<file path="config.mk">
export PLATFORM = sky130hd
export DESIGN_NAME = wchk_addr_queue
export DESIGN_NICKNAME = d
export VERILOG_FILES = /design/src/rtl/wchk_pkg.sv /design/src/rtl/wchk_addr_queue.sv
export SDC_FILE = /design/constraint.sdc
export NUM_CORES = 1
export LEC_CHECK = 0
export BUFFER_PORTS_ARGS = -buffer_cell sky130_fd_sc_hd__buf_2
export CAP_MARGIN = 20
export CORE_UTILIZATION = 41
export CTS_CLUSTER_SIZE = 30
export DETAILED_ROUTE_END_ITERATION = 8
export HOLD_SLACK_MARGIN = 0.06
export PLACE_DENSITY = 0.6
export SLEW_MARGIN = 40
export SYNTH_ARGS = -nofsm -noshare
export SYNTH_HDL_FRONTEND = slang
export SYNTH_SLANG_ARGS = --single-unit
</file>
<file path="constraint.sdc">
create_clock -name clk -period 2 [get_ports clk]
set_input_delay 0.2 -clock clk [delete_from_list [all_inputs] [get_ports clk]]
set_output_delay 0.2 -clock clk [all_outputs]
set_load 0.02 [all_outputs]
</file>
<file path="src/rtl/wchk_pkg.sv">
package wchk_pkg;

    localparam int LEN_W = 8;
    localparam int SIZE_W = 3;
    localparam int IDX_W = LEN_W + 1;

    typedef enum logic [1:0] {
        BK_FIXED = 2'b00,
        BK_INCR  = 2'b01,
        BK_WRAP  = 2'b10,
        BK_RSVD  = 2'b11
    } burst_kind_e;

    typedef struct packed {
        logic [LEN_W-1:0]  len;
        logic [SIZE_W-1:0] size;
        burst_kind_e       kind;
    } burst_ctl_t;

    typedef struct packed {
        logic underflow;
        logic overflow;
        logic wreset;
        logic drop;
        logic hold;
        logic strb;
        logic len_late;
        logic len_over;
        logic len_last;
    } err_flags_t;

    function automatic logic [IDX_W-1:0] sat_inc(input logic [IDX_W-1:0] v);
        return (v == {IDX_W{1'b1}}) ? v : v + 1'b1;
    endfunction

endpackage

</file>
<file path="src/rtl/wchk_addr_queue.sv">
module wchk_addr_queue
    import wchk_pkg::*;
#(
    parameter int ADDR_W = 32,
    parameter int DEPTH  = 4
) (
    input  logic              clk,
    input  logic              rst,
    input  logic              push,
    input  logic [ADDR_W-1:0] push_addr,
    input  burst_ctl_t        push_ctl,
    input  logic              pop,
    output logic              head_valid,
    output logic [ADDR_W-1:0] head_addr,
    output burst_ctl_t        head_ctl,
    output logic              full,
    output logic              overflow
);
    localparam int PTR_W = (DEPTH > 1) ? $clog2(DEPTH) : 1;
    localparam int CNT_W = $clog2(DEPTH + 1);

    logic [ADDR_W-1:0] addr_mem [DEPTH];
    burst_ctl_t        ctl_mem  [DEPTH];
    logic [PTR_W-1:0]  wr_ptr, rd_ptr;
    logic [CNT_W-1:0]  count;
    logic              accept, pop_ok;

    function automatic logic [PTR_W-1:0] ptr_next(input logic [PTR_W-1:0] p);
        return (p == PTR_W'(DEPTH - 1)) ? '0 : p + 1'b1;
    endfunction

    assign head_valid = (count != '0);
    assign full       = (count == CNT_W'(DEPTH));
    assign pop_ok     = pop & head_valid;
    assign accept     = push & (~full | pop_ok);
    assign overflow   = push & full & ~pop_ok;
    assign head_addr  = addr_mem[rd_ptr];
    assign head_ctl   = ctl_mem[rd_ptr];

    always_ff @(posedge clk) begin
        if (accept) begin
            addr_mem[wr_ptr] <= push_addr;
            ctl_mem[wr_ptr]  <= push_ctl;
        end
    end

    always_ff @(posedge clk) begin
        if (rst) begin
            wr_ptr <= '0;
            rd_ptr <= '0;
            count  <= '0;
        end else begin
            if (accept) wr_ptr <= ptr_next(wr_ptr);
            if (pop_ok) rd_ptr <= ptr_next(rd_ptr);
            case ({accept, pop_ok})
                2'b10:   count <= count + 1'b1;
                2'b01:   count <= count - 1'b1;
                default: count <= count;
            endcase
        end
    end

    // the data side only pops an entry that is present
    p_pop_has_head_r13: assert property (@(posedge clk) disable iff (rst)
        pop |-> head_valid);

    // a discarded address leaves the occupancy unchanged
    p_no_overflow_r11: assert property (@(posedge clk) disable iff (rst)
        (push && full && !pop) |=> (count == $past(count)));

endmodule

</file>
# After elaboration in Yosys (flattened, before gate mapping)
# Memory sizes are Yosys's and may differ from the RTL's. A register that Yosys moved wholly into a read port is not among the register bits.
# Index checks and enable logic that the tools add are counted.
[totals] out_inout_bits=48 ram_bits=180 inputBits=49 mem_count=2 word_cells=32 reg_bits=7
[mem_list] memory="addr_mem" depth=4 width=32 read_ports=1 rd_clocked_by_memory_dff=1 write_ports=1 line_no="wchk_addr_queue.sv:22" source="logic [ADDR_W-1:0] addr_mem [DEPTH];"
[mem_list] memory="ctl_mem" depth=4 width=13 read_ports=1 rd_clocked_by_memory_dff=1 write_ports=1 line_no="wchk_addr_queue.sv:23" source="burst_ctl_t ctl_mem [DEPTH];"
[classes] n_reduce_logical=2 bitwise_logic=7 mux=9 n_addsub=4 eq_ne=5
[ops] cell="$mux W2" count=6
[ops] cell="$eq A2 B2 Y1 const B" count=3
[ops] cell="$pmux W3 S2" count=1
[ops] cell="$add A2 B1 Y2 const B" count=2
[ops] cell="$and A1 B1 Y1" count=4
[ops] cell="$add A3 B1 Y3 const B" count=1
[ops] cell="$eq A3 B3 Y1 const B" count=1
[ops] cell="$reduce_bool A3 Y1" count=1
[ops] cell="$sub A3 B1 Y3 const B" count=1
[ops] cell="$eq A2 B1 Y1 const B" count=1
[ops] cell="$mux W1" count=2
[ops] cell="$not A1 Y1" count=2
[ops] cell="$reduce_bool A2 Y1" count=1
[ops] cell="$or A1 B1 Y1" count=1

# Longest topological paths before layout
# Gate-level depths: netlist of the first run.
[depth] ltp_word=6 depth_mapped=7 ltp_nobuf=7

# Worst setup path after synthesis of the first run
# Ideal clock, no wire load.
[synth_path] kind="register to register" start="register count[0]" end="register count[1]" arrival_time_ns=1.852 stages_incl_launch_ff=7 path_slack_ns=0.052 path_buffers=0 synth_period_minus_slack_ns=1.948 setup_time_ns=0.095 required_time_ns=1.905 path_cell_list="dfxtp_1 > o31ai_1 > or2_2 > fa_1 > inv_1 > o2111ai_1 > a221oi_1"
[synth_via] elab_chain_len=6 word_cells_on_any_way=12 cone_classes="2 x add/sub; 3 x eq/ne; 1 x mux; 4 x bitwise; 2 x reduce/logical"
[synth_rtl] item="start, declared" line_no="wchk_addr_queue.sv:25" source="logic [CNT_W-1:0] count;"
[synth_rtl] item="start signal, assigned" line_no="wchk_addr_queue.sv:56" source="2'b10: count <= count + 1'b1;"
[synth_rtl] item="start signal, assigned" line_no="wchk_addr_queue.sv:57" source="2'b01: count <= count - 1'b1;"
[synth_rtl] item="start signal, assigned" line_no="wchk_addr_queue.sv:58" source="default: count <= count;"
[synth_rtl] item="$reduce_bool A3 Y1 / $eq A3 B3 Y1 (equally long branches)" line_no="wchk_addr_queue.sv:32, wchk_addr_queue.sv:33"
[synth_rtl] item="$and A1 B1 Y1 / $not A1 Y1 (equally long branches)" line_no="wchk_addr_queue.sv:34, wchk_addr_queue.sv:35"
[synth_rtl] item="$or A1 B1 Y1" line_no="wchk_addr_queue.sv:35" source="assign accept = push & (~full | pop_ok);"
[synth_rtl] item="$and A1 B1 Y1" line_no="wchk_addr_queue.sv:35"
[synth_rtl] item="$eq A2 B1 Y1 / $eq A2 B2 Y1 (equally long branches)" line_no="wchk_addr_queue.sv:55" source="case ({accept, pop_ok})"
[synth_rtl] item="$pmux W3 S2 / $reduce_bool A2 Y1 (equally long branches)"
# Several ways; a longest one is shown, not always the timed one.
# A chain may end at the register's enable or synchronous reset.

==> results by group, run 1 <==
Finish
  – Final cell count without fillers: 692
  – Area Growth Syn to Fin: 30.5%
  – Commonest non-fill, non-tap cells in the layout: 180 x edfxtp_1, 82 x buf_2, 46 x dlygate4sd3_1
  – Most common cell after layout, fill and taps aside: edfxtp_1
  – Final nets: 514
  – Layout Utilization: 55.0%
  – Number of fill cells: 1,292
  – ANT cells: 0
  – Layout cells sized above 1: 42.4%

Worst setup path
  – R2R depth: 7
  – Crit. End Element: output port
  – Buf+Inv Stages, Crit Path: 3
  – Worst path cell trace: buf_12 > clkbuf_16 > mux4_2 > buf_2
  – Slowest cell on the critical path: mux4_2
  – Largest stage delay, worst path: 0.50 ns
  – Data required time of the critical path: 1.80 ns
  – Crit start category: flip-flop
  – CP Class: flip-flop to output port
  – CP arrival: 1.77 ns
  – Crit-path leading delay family: multiplexers
  – Stages on worst setup path: 4
  – Crit-path max FO: 6

Floorplan
  – Die ar.: 0.0176 mm2
  – Die Y-Extent: 133 um
  – Core area: 0.0166 mm2
  – Starting Density: 42.1%
  – FP Rows: 47
  – I/O pin total: 97
  – Die width: 133 um

Timing
  – Final hold violations: 0
  – Slew Limit Headroom: 80.1%
  – Achievable Freq: 507 MHz
  – Crit share post-route: 98.5%
  – Worst slew pin tran: 0.296 ns
  – Setup violators final: 0
  – Worst Skew: 0.00682 ns
  – RSZ-0062 raised after global routing: yes
  – Slew Viols, Final: 0
  – Fin crit period: 1.97 ns

Drt
  – DR DRC count: 0
  – Vias: 3,487
  – First-pass iteration count of the detailed router: 4
  – Via density per instance: 5.04
  – DR WL/cell: 18.6 um
  – Routed WL: 12,800 um
  – Final ANT Viol Nets: 0
  – Iteration-0 DRC Markers: 260

Clock tree
  – Clock sink count: 189
  – H-tree levels: 4
  – CTS Buf Count: 17
  – Clk Latency, worst-skew pair: 0.42 ns
  – Clock tree buffer depth: 2
  – Clock-pin slew on the worst setup and hold paths: 0.07 ns
  – Root buffer cell: clkbuf_16
  – CTS tree: yes

Power
  – Clk pwr share: 35.7%
  – Comb pwr share: 16.7%
  – Cell Int Power: 7.44 mW
  – Switch Pwr: 2.27 mW
  – PwrDens: 1060 mW/mm2
  – Pleak: 3.15 nW
  – Reg power frac: 47.7%
  – Sw frac: 23.4%
  – Max VDD drop: 599 uV

Global routing
  – Pin count of the biggest net entering global routing: 46
  – Total grt overflow: 0
  – GRT Overall Usage: 15.3%
  – Global-route wire length before repair: 19,800 um
  – Number of global-route vias before repair: 3,622
  – Initial antenna violation count: 0

Yosys
  – Post-synthesis register bit count: 189
  – Synth warnings: 0
  – Synth Cell Area: 0.00701 mm2
  – Post-synth EDFFs: 180
  – Main flop type after synthesis: edfxtp_1
  – Post-synth cell types: 31
  – Synth Area per Inst: 23.6 um2
  – Syn nets: 352
  – Post-synthesis cell count: 297
  – Post-synth ARST share: 0%
  – Post-synthesis sequential area ratio: 79.7%

Worst hold path
  – Hold/Removal Path Class: primary input to flip-flop
  – Hold-critical path depth: 3

Placed design
  – Routability Congestion: 0.751
  – Port buffer count: 96
  – Placed cell count: 610
  – Hpwl dp: 7200 um

Run
  – MaxCap Viol Count: 0

Run status
  – Status: finished, final reports clean
[synth_stat cells (all sizes together) (3+ instances only)]
| cell type | number | share of area [%] |
|---|---|---|
| and3 | 4 | 0.43 |
| buf | 6 | 0.41 |
| inv | 7 | 0.37 |
| dfxtp | 9 | 2.6 |
| mux4 | 45 | 14 |
| nand3 | 3 | 0.21 |
| nand2 | 4 | 0.21 |
| edfxtp | 180 | 77 |
| a21oi | 3 | 0.21 |
| nor2 | 3 | 0.16 |
| clkbuf | 6 | 0.32 |
| ha | 5 | 0.89 |
[flip-flops by register name, summed over array words and instances, names as in the netlist, named ones only]
name	flops
count	3
ctl_mem	52
rd_ptr	2
addr_mem	128
wr_ptr	2
[metrics by stage]
step / setup TNS (ns) / power, mW / setup slack (ns) / hold slack [ns] / area, um2
2_1_floorplan: 0 / 5.59 / 0.0524 / 0.299 / 7010
3_3_place_gp: 0 / 6.08 / 0.0993 / 0.410 / 7880
3_5_place_dp: 0 / 6.11 / 0.0119 / 0.415 / 7880
4_1_cts: -0.0431 / 9.65 / -0.0205 / 0.246 / 8960
5_1_grt: -0.752 / 10.1 / -0.0496 / 0.254 / 9150
6_report: 0 / 9.72 / 0.0291 / 0.263 / 9150
[kinds of logic after synthesis]
kind of cell | synth area share [%]
mux | 14.8
buf+inv | 1.11
flops | 79.7
xor+xnor | 0.250
compound gates | 0.857
fa+ha+maj | 1.18
simple gates | 2.18
[worst register-to-register path, stage by stage, from the launching register on]
cell	delay [ns]
dfxtp_2	0.39
o31ai_1	0.11
or2_2	0.29
fa_1	0.37
inv_1	0.09
nor3_1	0.05
a31oi_1	0.16
mux2_1	0.34
[metal layers]
layer / global-route usage [%] / vias to the layer above / part of all wire [%]
met3: 4.44 / 13 / 5.3
met2: 23.7 / 116 / 47
met4: 6.19 / 0 / 1.2
met5: 0 / - / 0
met1: 20.6 / 1787 / 46
li1: - / 1571 / -
[cell type report]
cell class / instances / area [um2] / share of cell area, %
Clock buffer: 18 / 429 / 4.69
Clock inverter: 14 / 194 / 2.12
Sequential cell: 189 / 5590 / 61.2
Tap cell: 220 / 275 / 3.01
Multi-Input combinational cell: 89 / 1350 / 14.7
Timing Repair Buffer: 155 / 1280 / 14.0
Inverter: 7 / 26.3 / 0.287
[timing repair]
item                                    4_1_cts  5_1_grt
endpoints found under the hold margin       182        0
cloned                                        0        3
pin swaps                                     0        0
endpoints found under the setup margin        6       35
resized for setup                             1       32
hold buffers                                 46        0
buffers inserted                              0        1
[path summary, 6_finish.rpt]
kind | slack, ns | from | end
max | 0.03 | flip-flop | head_addr[3]
min | 0.26 | pop | count[0]
max reg2reg | 0.07 | count[0] | count[2]
min reg2reg | 0.50 | wr_ptr[1] | wr_ptr[1]
[power by group through the flow]
| stage | combinational (mW) | sequential, mW | clock (mW) |
|---|---|---|---|
| after floorplan | 0.909 | 4.69 | 0 |
| after global placement | 1.39 | 4.70 | 0 |
| after detailed placement | 1.40 | 4.71 | 0 |
| after CTS | 1.48 | 4.63 | 3.54 |
| after global routing | 1.73 | 4.65 | 3.70 |
| final | 1.62 | 4.63 | 3.47 |
No activity file was read; power rests on OpenSTA's default activity.
==> run 2: changes to the inputs <==
--- a/config.mk
+++ b/config.mk
@@ -10,6 +10,7 @@
 export CORE_UTILIZATION = 41
 export CTS_CLUSTER_SIZE = 30
 export DETAILED_ROUTE_END_ITERATION = 8
+export GPL_TIMING_DRIVEN = 0
 export HOLD_SLACK_MARGIN = 0.06
 export PLACE_DENSITY = 0.6
 export SLEW_MARGIN = 40
==> run 2 against run 1 <==
Compared with the run above:
- routed wire length down 4.4%
- non-clock buffer count is 1 higher
- sequential share of layout area rose by 1.2 points
- total power is 5.2% lower
- cell count shrank 0.14%
- critical path depth unchanged
- utilization decreased by 0.98 points
- clock power fell by 13%
- clock skew down 0.0022 ns
==> results by group, run 2 (synthesis results as in run 1) <==
Floorplan
  – FP Rows: 47
  – I/O pin total: 97
  – Die Y-Extent: 133 um
  – Die ar.: 0.0176 mm2
  – Die width: 133 um
  – Core area: 0.0166 mm2
  – Starting Density: 42.1%

Global routing
  – Number of global-route vias before repair: 3,715
  – GRT Overall Usage: 15.0%
  – Total grt overflow: 0
  – Pin count of the biggest net entering global routing: 46
  – Initial antenna violation count: 0
  – Global-route wire length before repair: 19,400 um

Worst setup path
  – Crit-path max FO: 10
  – Crit-path leading delay family: multiplexers
  – Worst reg-to-reg setup slack: 0.13 ns
  – Buf+Inv Stages, Crit Path: 3
  – CP Class: flip-flop to output port
  – Reg-to-Reg Start: count[2]
  – Largest stage delay, worst path: 0.52 ns
  – Slowest cell on the critical path: mux4_2
  – Data required time of the critical path: 1.80 ns
  – Crit start category: flip-flop
  – CP arrival: 1.76 ns
  – R2R depth: 7
  – Crit-path most repeated cell: buf_12
  – Crit. End Element: output port
  – Worst R2R End: count[2]
  – Worst path cell trace: buf_12 > buf_12 > mux4_2 > buf_2

Finish
  – Layout Utilization: 54.0%
  – Max FFs per register: 128
  – Final nets: 515
  – Layout cells sized above 1: 41.8%
  – ANT cells: 0
  – Commonest non-fill, non-tap cells in the layout: 180 x edfxtp_1, 89 x buf_2, 45 x mux4_2, 45 x dlygate4sd3_1, 18 x clkbuf_16
  – Most common cell after layout, fill and taps aside: edfxtp_1
  – Final cell count without fillers: 691
  – Largest Register: addr_mem
  – Area Growth Syn to Fin: 28.1%
  – Top flop regs: addr_mem (128), ctl_mem (52), count (3)

Timing
  – Setup violators final: 0
  – Worst slew pin tran: 0.745 ns
  – Final hold violations: 0
  – Setup TNS Final: 0 ns
  – Slew Limit Headroom: 50.3%
  – Worst Skew: 0.00460 ns
  – Slew Viols, Final: 0
  – Hold slack: 0.187 ns
  – Fin crit period: 1.96 ns
  – Achievable Freq: 509 MHz
  – Crit share post-route: 98.2%
  – RSZ-0062 raised after global routing: yes

Placed design
  – Routability Congestion: 0.727
  – Hpwl dp: 7050 um
  – Port buffer count: 95
  – Placed cell count: 612

Drt
  – First-pass iteration count of the detailed router: 4
  – Routed WL: 12,300 um
  – Iteration-0 DRC Markers: 107
  – DR DRC count: 0
  – Vias: 3,447
  – Via density per instance: 4.99
  – Final ANT Viol Nets: 0
  – DR WL/cell: 17.8 um

Clock tree
  – Clock tree buffer depth: 2
  – CTS Buf Count: 17
  – Root buffer cell: clkbuf_16
  – Clock sink count: 189
  – H-tree levels: 4
  – CTS tree: yes
  – Clk Latency, worst-skew pair: 0.41 ns
  – Clock-pin slew on the worst setup and hold paths: 0.06 ns

Power
  – Cell Int Power: 7.01 mW
  – Clk pwr share: 32.7%
  – Comb pwr share: 16.9%
  – Max VDD drop: 579 uV
  – PwrDens: 1030 mW/mm2
  – Switch Pwr: 2.20 mW
  – Pleak: 3.07 nW
  – Reg power frac: 50.4%
  – Tot Pwr: 9.21 mW
  – Sw frac: 23.9%

Worst hold path
  – Hold/Removal Path Class: primary input to flip-flop
  – Hold-critical path depth: 2
  – Hold_sp: rst
  – Worst hold endpoint: wr_ptr[0]

Run
  – MaxCap Viol Count: 0

Run status
  – Status: finished, final reports clean
[run 2: cell types whose count changed in the layout (fill, tap and decap cells not counted), sizes merged]
cell         before  now
clkbuf           20   24
bufinv            4    1
clkinv            4    7
buf             107  105
clkinvlp          5    3
dlygate4sd3      46   45
[run 2: power by group through the flow]
stage	registers, mW	clock network (mW)	logic, mW
after floorplan	4.69	0	0.909
after global placement	4.70	0	1.32
after detailed placement	4.71	0	1.34
after CTS	4.64	3.09	1.55
after global routing	4.66	3.23	1.68
final	4.64	3.01	1.56
[run 2: worst register-to-register path, delay by kind of cell (launching register included)]
family | cells | cell delay (ns)
multiplexers | 1 | 0.33
flip-flops | 1 | 0.39
buffers and inverters | 1 | 0.07
adder cells (fa/ha/maj) | 1 | 0.37
AO/OA/AOI/OAI | 2 | 0.26
AND/OR/NAND/NOR | 2 | 0.33
[run 2: area by class of cell]
class	count	area (um2)
buffer	11	138
clock buffer	18	429
clock inverter	12	100
fill	1336	7660
inverter	7	26.3
multi-input combinational	89	1380
sequential	189	5600
tap	220	275
timing repair buffer	145	1040
[run 2: metal layers]
layer | global-route usage [%] | wire, um | vias to the layer above | share of wire [%]
li1 | - | - | 1571 | -
met1 | 18.4 | 5260 | 1786 | 43
met2 | 25.6 | 6290 | 79 | 51
met3 | 3.60 | 539 | 11 | 4.4
met4 | 6.13 | 177 | 0 | 1.4
met5 | 0 | 0 | - | 0
[run 2: how the worst max path moves through the flow]
stage	slack [ns]	start	end	cells past startpoint
2_1_floorplan	0.05	count[0]	count[1]	6
3_3_place_gp	-0.26	push	ctl_mem[2][2]	3
3_5_place_dp	-0.26	count[0]	count[1]	6
4_1_cts	0.008	flip-flop	head_addr[10]	4
5_1_grt	-0.03	flip-flop	head_ctl[4]	4
6_report	0.04	flip-flop	head_ctl[4]	4
[run 2: metrics by stage]
step	cell area (um2)	setup WS, ns
after global placement	7760	-0.260
after floorplan	7010	0.0524
after CTS	8920	0.00780
after detailed placement	7780	-0.257
after global routing	8980	-0.0275
final	8980	0.0361
[run 2: repair_timing]
item / 4_1_cts / 5_1_grt
hold buffers: 45 / 0
pin swaps: 0 / 1
buffers inserted: 2 / 1
gates resized for setup: 39 / 13
endpoints found under the setup margin: 42 / 16
gates cloned: 1 / 1
hold endpoints to repair: 180 / 0
